## config.mk

```make
export PLATFORM = sky130hd
export DESIGN_NAME = lazy_ovf_flag
export DESIGN_NICKNAME = d
export VERILOG_FILES = /design/src/rtl/lof_pkg.sv /design/src/rtl/lof_rst_sync.sv /design/src/rtl/lof_capture.sv /design/src/rtl/lof_eval.sv /design/src/rtl/lof_read.sv /design/src/rtl/lazy_ovf_flag.sv
export SDC_FILE = /design/constraint.sdc
export NUM_CORES = 1
export LEC_CHECK = 0
export BUFFER_PORTS_ARGS = -buffer_cell sky130_fd_sc_hd__buf_4
export CAP_MARGIN = 20
export CELL_PAD_IN_SITES_DETAIL_PLACEMENT = 1
export CELL_PAD_IN_SITES_GLOBAL_PLACEMENT = 1
export CORE_ASPECT_RATIO = 2
export CORE_UTILIZATION = 34
export CTS_BUF_LIST = sky130_fd_sc_hd__clkbuf_16
export CTS_CLUSTER_SIZE = 20
export DETAILED_ROUTE_END_ITERATION = 10
export MAX_ROUTING_LAYER = met4
export PLACE_DENSITY_LB_ADDON = 0.1
export SKIP_LAST_GASP = 1
export SLEW_MARGIN = 20
export SYNTH_ARGS = -nofsm -noshare
export SYNTH_HDL_FRONTEND = slang
export SYNTH_SLANG_ARGS = --single-unit
```

## constraint.sdc

```tcl
create_clock -name clk -period 1 [get_ports clk]
set_clock_uncertainty 0.05 [all_clocks]
set_input_delay 0.05 -clock clk [delete_from_list [all_inputs] [get_ports clk]]
set_output_delay 0.05 -clock clk [all_outputs]
set_load 0.005 [all_outputs]
```

## src/rtl/lof_pkg.sv

```systemverilog
package lof_pkg;

  // Operation class codes; codes above LOF_CLS_LAST are spare
  localparam int unsigned LOF_CLS_W    = 3;
  localparam logic [2:0]  LOF_EAGER    = 3'd0;
  localparam logic [2:0]  LOF_INC      = 3'd1;
  localparam logic [2:0]  LOF_DEC      = 3'd2;
  localparam logic [2:0]  LOF_SHIFT    = 3'd3;
  localparam logic [2:0]  LOF_SUB      = 3'd4;
  localparam logic [2:0]  LOF_CLS_LAST = 3'd4;

  // Default geometry
  localparam int unsigned LOF_DATA_W   = 16;
  localparam int unsigned LOF_NARROW_W = 8;
  localparam int unsigned LOF_OF_POS   = 11;

endpackage

```

## src/rtl/lof_rst_sync.sv

```systemverilog
module lof_rst_sync #(
  parameter int unsigned STAGES = 2
) (
  input  logic clk,
  input  logic rst_ni,
  output logic rst_sync_no
);

  logic [STAGES-1:0] sync_q;
  logic [STAGES-1:0] sync_d;

  generate
    if (STAGES == 1) begin : g_single
      always_comb sync_d = 1'b1;
    end else begin : g_chain
      always_comb sync_d = {sync_q[STAGES-2:0], 1'b1};
    end
  endgenerate

  always_ff @(posedge clk or negedge rst_ni) begin
    if (!rst_ni) begin
      sync_q <= '0;
    end else begin
      sync_q <= sync_d;
    end
  end

  assign rst_sync_no = sync_q[STAGES-1];

endmodule

```

## src/rtl/lof_capture.sv

```systemverilog
module lof_capture
  import lof_pkg::*;
#(
  parameter int unsigned DW = LOF_DATA_W,
  parameter int unsigned NW = LOF_NARROW_W
) (
  input  logic                 clk,
  input  logic                 rst_ni,
  input  logic                 upd_valid,
  input  logic [LOF_CLS_W-1:0] upd_cls,
  input  logic [DW-1:0]        upd_src,
  input  logic [DW-1:0]        upd_dst,
  input  logic [DW-1:0]        upd_res,
  input  logic                 upd_word,
  output logic [LOF_CLS_W-1:0] sav_cls,
  output logic [DW-1:0]        sav_src,
  output logic [DW-1:0]        sav_dst,
  output logic [DW-1:0]        sav_res,
  output logic                 sav_word
);

  localparam logic [DW-1:0] NARROW_KEEP = {{(DW-NW){1'b0}}, {NW{1'b1}}};
  localparam logic [DW-1:0] WIDE_KEEP   = {DW{1'b1}};

  logic [LOF_CLS_W-1:0] cls_d;
  logic [DW-1:0]        src_d;
  logic [DW-1:0]        dst_d;
  logic [DW-1:0]        res_d;
  logic                 word_d;
  logic [DW-1:0]        keep_mask;
  logic                 narrow_op;

  // Byte operations are zero-extended on capture; an eager flag word stays whole
  always_comb begin
    narrow_op = (upd_cls != LOF_EAGER) && !upd_word;
    keep_mask = narrow_op ? NARROW_KEEP : WIDE_KEEP;
    cls_d     = upd_cls;
    src_d     = upd_src & keep_mask;
    dst_d     = upd_dst & keep_mask;
    res_d     = upd_res & keep_mask;
    word_d    = upd_word;
  end

  always_ff @(posedge clk or negedge rst_ni) begin
    if (!rst_ni) begin
      sav_cls  <= LOF_EAGER;
      sav_src  <= '0;
      sav_dst  <= '0;
      sav_res  <= '0;
      sav_word <= 1'b1;
    end else if (upd_valid) begin
      sav_cls  <= cls_d;
      sav_src  <= src_d;
      sav_dst  <= dst_d;
      sav_res  <= res_d;
      sav_word <= word_d;
    end
  end

endmodule

```

## src/rtl/lof_eval.sv

```systemverilog
module lof_eval
  import lof_pkg::*;
#(
  parameter int unsigned DW  = LOF_DATA_W,
  parameter int unsigned NW  = LOF_NARROW_W,
  parameter int unsigned OFP = LOF_OF_POS
) (
  input  logic [LOF_CLS_W-1:0] cls,
  input  logic [DW-1:0]        src,
  input  logic [DW-1:0]        dst,
  input  logic [DW-1:0]        res,
  input  logic                 word,
  output logic                 ovf
);

  localparam logic [DW-1:0] WIDE_MSB   = {1'b1, {(DW-1){1'b0}}};
  localparam logic [DW-1:0] NARROW_MSB = {{(DW-NW){1'b0}}, 1'b1, {(NW-1){1'b0}}};

  logic [DW-1:0] sign_mask;
  logic          dst_res_flip;
  logic          src_dst_flip;
  logic          hit_inc;
  logic          hit_dec;

  always_comb begin
    sign_mask    = word ? WIDE_MSB : NARROW_MSB;
    dst_res_flip = |(sign_mask & (dst ^ res));
    src_dst_flip = |(sign_mask & (src ^ dst));
    hit_inc      = (res == sign_mask);
    hit_dec      = (res == (sign_mask - 1'b1));
  end

  always_comb begin
    unique case (cls)
      LOF_EAGER: ovf = res[OFP];
      LOF_INC:   ovf = hit_inc;
      LOF_DEC:   ovf = hit_dec;
      LOF_SHIFT: ovf = dst_res_flip;
      LOF_SUB:   ovf = src_dst_flip & dst_res_flip;
      default:   ovf = 1'b0;
    endcase
  end

endmodule

```

## src/rtl/lof_read.sv

```systemverilog
module lof_read (
  input  logic clk,
  input  logic rst_ni,
  input  logic rd_req,
  input  logic ovf_eval,
  output logic rd_valid,
  output logic rd_ovf
);

  logic valid_d;
  logic ovf_d;

  always_comb begin
    valid_d = rd_req;
    ovf_d   = ovf_eval;
  end

  always_ff @(posedge clk or negedge rst_ni) begin
    if (!rst_ni) begin
      rd_valid <= 1'b0;
    end else begin
      rd_valid <= valid_d;
    end
  end

  always_ff @(posedge clk or negedge rst_ni) begin
    if (!rst_ni) begin
      rd_ovf <= 1'b0;
    end else if (rd_req) begin
      rd_ovf <= ovf_d;
    end
  end

endmodule

```

## src/rtl/lazy_ovf_flag.sv

```systemverilog
module lazy_ovf_flag
  import lof_pkg::*;
#(
  parameter int unsigned DATA_W     = LOF_DATA_W,
  parameter int unsigned NARROW_W   = LOF_NARROW_W,
  parameter int unsigned OF_POS     = LOF_OF_POS,
  parameter int unsigned RST_STAGES = 2
) (
  input  logic                 clk,
  input  logic                 rst_n,
  input  logic                 upd_valid,
  input  logic [LOF_CLS_W-1:0] upd_cls,
  input  logic [DATA_W-1:0]    upd_src,
  input  logic [DATA_W-1:0]    upd_dst,
  input  logic [DATA_W-1:0]    upd_res,
  input  logic                 upd_word,
  input  logic                 rd_req,
  output logic                 rd_valid,
  output logic                 rd_ovf
);

  logic                 rst_sync_n;
  logic [LOF_CLS_W-1:0] sav_cls;
  logic [DATA_W-1:0]    sav_src;
  logic [DATA_W-1:0]    sav_dst;
  logic [DATA_W-1:0]    sav_res;
  logic                 sav_word;
  logic                 ovf_eval;

  lof_rst_sync #(.STAGES(RST_STAGES)) u_rst (
    .clk         (clk),
    .rst_ni      (rst_n),
    .rst_sync_no (rst_sync_n)
  );

  lof_capture #(.DW(DATA_W), .NW(NARROW_W)) u_cap (
    .clk       (clk),
    .rst_ni    (rst_sync_n),
    .upd_valid (upd_valid),
    .upd_cls   (upd_cls),
    .upd_src   (upd_src),
    .upd_dst   (upd_dst),
    .upd_res   (upd_res),
    .upd_word  (upd_word),
    .sav_cls   (sav_cls),
    .sav_src   (sav_src),
    .sav_dst   (sav_dst),
    .sav_res   (sav_res),
    .sav_word  (sav_word)
  );

  lof_eval #(.DW(DATA_W), .NW(NARROW_W), .OFP(OF_POS)) u_eval (
    .cls  (sav_cls),
    .src  (sav_src),
    .dst  (sav_dst),
    .res  (sav_res),
    .word (sav_word),
    .ovf  (ovf_eval)
  );

  lof_read u_rd (
    .clk      (clk),
    .rst_ni   (rst_sync_n),
    .rd_req   (rd_req),
    .ovf_eval (ovf_eval),
    .rd_valid (rd_valid),
    .rd_ovf   (rd_ovf)
  );

endmodule

```

After elaboration in Yosys (flattened, before gate mapping)
Cells that the tools add are included.
{"block": "op_classes", "n_addsub": 1, "eq_ne": 6, "n_mux": 3, "n_bitwise": 8, "n_reduce_logical": 6}
{"operator": "$and 16x16->16", "n": 5}
{"operator": "$eq 16x16->1", "n": 2}
{"operator": "$mux 16", "n": 2}
{"operator": "$reduce_or 16->1", "n": 2}
{"operator": "$xor 16x16->16", "n": 2}
{"operator": "$sub 16x1->16 const B", "n": 1}
{"operator": "$eq 3x2->1 const B", "n": 2}
{"operator": "$pmux 1 s5", "n": 1}
{"operator": "$eq 3x1->1 const B", "n": 1}
{"operator": "$eq 3x3->1 const B", "n": 1}
{"operator": "$logic_not 3->1", "n": 1}
{"operator": "$reduce_bool 3->1", "n": 1}
{"operator": "$and 1x1->1", "n": 1}
{"operator": "$logic_and 1x1->1", "n": 1}
{"operator": "$logic_not 1->1", "n": 1}
{"block": "totals", "register_bits": 56, "output_inout_bits": 2, "inputBits": 56}

Longest topological paths before layout
{"block": "depth", "depth_word": 5, "depth_mapped": 7, "depth_no_buf": 6}

Cells and area by module
Synthesis repeated with hierarchy kept, for this count alone.
{"block": "unflattened", "cells_unflattened": 184, "hier_area_um2": 2546.2}
{"mod": "lof_capture", "seq_area_each_um2": 1302.5, "cells_per_inst": 142, "n_inst": 1, "area_per_inst_um2": 2172.1}
{"mod": "lof_eval", "seq_area_each_um2": 0.0, "cells_per_inst": 36, "n_inst": 1, "area_per_inst_um2": 255.2}
{"mod": "lof_read", "seq_area_each_um2": 50.0, "cells_per_inst": 3, "n_inst": 1, "area_per_inst_um2": 65.1}
{"mod": "lof_rst_sync", "seq_area_each_um2": 50.0, "cells_per_inst": 3, "n_inst": 1, "area_per_inst_um2": 53.8}

Worst setup path before layout
OpenSTA, ideal clock, no wires.
{"block": "synth_path", "kind": "register to register", "start": "register u_cap.sav_cls[2]", "end": "register u_rd.rd_ovf", "arrival_ns": 1.751, "setup_slack_ns": -0.881, "required_ns": 0.870, "path_buffers": 1, "stages_incl_launch_ff": 8, "cell_sequence": "dfrtp_1 -> or3b_1 -> buf_2 -> ha_1 -> xor2_1 -> nor3_1 -> nand4b_1 -> o211ai_2"}
{"block": "synth_via", "elab_chain_cells": 2}
{"item": "start: declaration", "line": "lof_capture.sv:15", "text": "output logic [LOF_CLS_W-1:0] sav_cls,"}
{"item": "start signal: assignment", "line": "lof_capture.sv:52", "text": "sav_cls <= cls_d;"}
{"item": "$eq 3x3->1, or another cell as far along", "line": "lof_eval.sv:34", "text": "unique case (cls)"}
{"item": "$pmux 1 s5 *", "line": "lof_eval.sv:34"}
{"item": "end signal: assignment", "line": "lof_read.sv:30", "text": "rd_ovf <= ovf_d;"}
{"item": "end: declaration", "line": "lof_read.sv:7", "text": "output logic rd_ovf"}
Every way passes the cells marked *; elsewhere a longest branch is shown, timed or not.
A chain may end at the register's enable or synchronous reset.

Final worst setup path
{"block": "layout_path", "start": "register u_cap.sav_cls[0]", "end": "register u_rd.rd_ovf"}
Same word-level chain as after synthesis.

==> metrics.cfg <==
[min_path]
holdPathEnd = u_cap.sav_word
hold_start = upd_valid
holdPathStages = 2
min_path_type = input pin to flop

[finish]
layout.nets = 253
antenna_cells = 0
areaGrowthSynthToFinish_pct = 64.7
drive_gt1_share_pct = 40.5
final_cell_area_sq_um = 2100

[pwr]
p_leak_nw = 0.957
power_density_nw_per_um2 = 1360
vdd_ir_drop_max_mv = 1.11

[clocking]
clock_sinks = 28
path_clk_slew_ps = 60
cts.path.max_buffers = 2
ctsHtreeMaxLevel = 1
clkLatencyLatePin_ps = 260
cts_tree = yes
cts_inserted_buffers = 3
cts_root_buffer = clkbuf_16

[worst_setup_path]
crit_required_ps = 1130
cp.arrival_ps = 1880
r2r_end = u_rd.rd_ovf
worstPathMaxFanout = 2
r2r_start = u_cap.sav_cls[0]
startpoint_type = flop
crit_type = flop to flop
max_stage_delay_ps = 420
cp_slowest_cell = or3b_4
cp-end-kind = flop
reg2reg_depth = 6
crit_chain = or3b_4, ha_4, xor2_1, nor3_1, nand4b_1, o211ai_2
r2r_slack_ps = -750

[grt]
busiest_layer = met2
grt_max_degree = 16
grt_usage_pct = 20.8
antenna_found_initial = 0
use_met3_pct = 1.84
overflow = 0
grt_use_met1_pct = 19.9
grt_pass1_vias = 1293
grt_pass1_wl_microns = 5780
use_met2_pct = 39.7

[yosys]
ys_types = 29
syn_area_per_cell_sq_um = 11.0
synth-xor-area-share_pct = 4.12
ys_ff_latch = 28
synth-simple-area-share_pct = 12.9
synth-compound-area-share_pct = 9.51
yosysSeqAreaShare_pct = 55.0
synthTopCellsByArea = dfrtp_1 (53%), mux2_2 (11%), o21ai_0 (4.3%), nand2_1 (3.5%), inv_1 (3.2%)
synth_area_leader_cell = dfrtp_1
synth_top_cell_area_share_pct = 52.9
synth_top_family_by_area = simple AND/OR/NAND/NOR gates
netlist_area_sq_um = 1280
yosys_warnings = 0
synthMuxAreaShare_pct = 12.3
synthAdderAreaFrac_pct = 0.980
synth_nets = 173
synthCells = 116

[floorplanning]
die_h_microns = 88.6
coreArea_sq_um = 3610
fp-row-count = 31
die_area_sq_um = 4020
dieWidth_microns = 45.3
initial_core_util_pct = 35.4
pin_count = 58

[drt]
drt_iter0_drc = 3
wl_per_cell_microns = 14.6
wirelength_microns = 3560
route.detailed.drc = 0
ant_nets = 0
vias_per_cell = 4.70
vias = 1148
drt-pass1-iter-count = 2

[timing]
min_period_ps = 1750
period_share_pct = 175
hold_viol_final = 1
slew_viol_final = 0
fmax_mhz = 572
worst_slack_ps = -750
whs_ps = -0.162
finalSetupViolCount = 2
grt_setup_unrepaired = yes

[placement]
globalplace.congestion = 0.729
dp.final_hpwl_microns = 2520
port_buffers = 29
dpl_cell_area_sq_um = 1730

[run]
max_cap_violations = 0

[run_status]
status = finished, violations left
violations = hold timing, setup timing

[layer usage]
layer / up-vias / share of wire (%)
met5: - / 0
met4: 0 / 1.4
met3: 4 / 1.3
met2: 18 / 62
met1: 570 / 35
li1: 556 / -
[placed cells by master (no fill, tap or decap), drive strengths merged, types with 3 or more instances in the layout]
| cell type | instances |
|---|---|
| o21ai | 11 |
| nor3 | 5 |
| nor4 | 4 |
| inv | 12 |
| clkbuf | 3 |
| dfrtp | 27 |
| dlygate4sd3 | 26 |
| nand2 | 12 |
| mux2 | 13 |
| xnor2 | 4 |
| buf | 54 |
[repair_timing]
action,in CTS,in global routing
buffers inserted,4,2
hold endpoints to repair,27,0
endpoints found under the setup margin,3,5
gates cloned,0,0
pin swaps,3,0
resized for setup,6,1
hold buffers,26,0
[worst max-delay path by stage]
| stage | end | cells after the start | slack [ps] | start |
|---|---|---|---|---|
| floorplan | u_rd.rd_ovf | 7 | -800 | u_cap.sav_cls[0] |
| global placement | u_rd.rd_ovf | 6 | -730 | u_cap.sav_cls[0] |
| detailed placement | u_rd.rd_ovf | 6 | -790 | u_cap.sav_cls[0] |
| CTS | u_rd.rd_ovf | 6 | -720 | u_cap.sav_cls[0] |
| global route | u_rd.rd_ovf | 6 | -830 | u_cap.sav_cls[0] |
| finish | u_rd.rd_ovf | 6 | -750 | u_cap.sav_cls[0] |
[Yosys cell counts (all sizes together)]
cell,count
o211a,1
nand4,2
conb,1
and3,1
or3b,1
nor2,2
buf,2
a211oi,2
nand3,2
clkbuf,3
inv,11
ha,1
nand2,12
or2b,1
mux2i,1
nor3,5
xnor2,4
dfstp,1
o211ai,1
o221ai,1
nand4b,1
nor4,4
o21ai,11
mux2,13
xor2,2
o22ai,2
o21a,1
dfrtp,27
[flip-flops by register name (all words and copies together), names as in the netlist]
register and count:
u_cap.sav_res 16, u_cap.sav_cls 3, u_cap.sav_dst 2, u_cap.sav_src 2
u_rst.sync_q 2, u_cap.sav_word 1, u_rd.rd_ovf 1, u_rd.rd_valid 1
[area by class of cell]
| class | count | area (sq um) |
|---|---|---|
| timing repair buffer | 80 | 686 |
| fill | 403 | 1510 |
| multi-input combinational | 72 | 531 |
| tap | 49 | 61.3 |
| inverter | 11 | 43.8 |
| clock inverter | 1 | 3.75 |
| clock buffer | 3 | 75.1 |
| sequential | 28 | 702 |
[worst max-delay path, delay by kind of cell, from the launching register on]
family                   cells  cell delay (ps)
AND/OR/NAND/NOR              3              700
flip-flops                   1              380
adder cells (fa/ha/maj)      1              220
XOR/XNOR                     1              150
AO/OA/AOI/OAI                1              150
[through the flow]
| step | worst slack (ps) | setup TNS [ps] | utilization, % | power, mW | cells |
|---|---|---|---|---|---|
| finish | -750 | -767 | 58.3 | 2.86 | 244 |
| global route | -835 | -891 | 58.3 | 3.01 | 244 |
| CTS | -715 | -808 | 58.4 | 2.90 | 245 |
| detailed placement | -785 | -1060 | 48.0 | 1.88 | 212 |
| global placement | -726 | -831 | 48.0 | 1.85 | 212 |
| floorplan | -796 | -796 | - | 1.58 | 116 |
[report_power, final]
group	switching [mW]	internal (mW)	total (mW)
registers	0.0868	1.24	1.33
clock network	0.356	0.535	0.891
logic	0.240	0.405	0.645
[cell families (layout without fill, tap and decap cells)]
kind of cell	after synthesis	count (layout)
and+or+nand+nor	31	31
DFF	28	28
AOI/OAI and AO/OA	19	19
buffers and inverters	16	95
muxes	14	14
xor gates and xnor gates	6	6
adders and majority gates	1	1
other	1	1
Power figures use the tool's default switching activity.
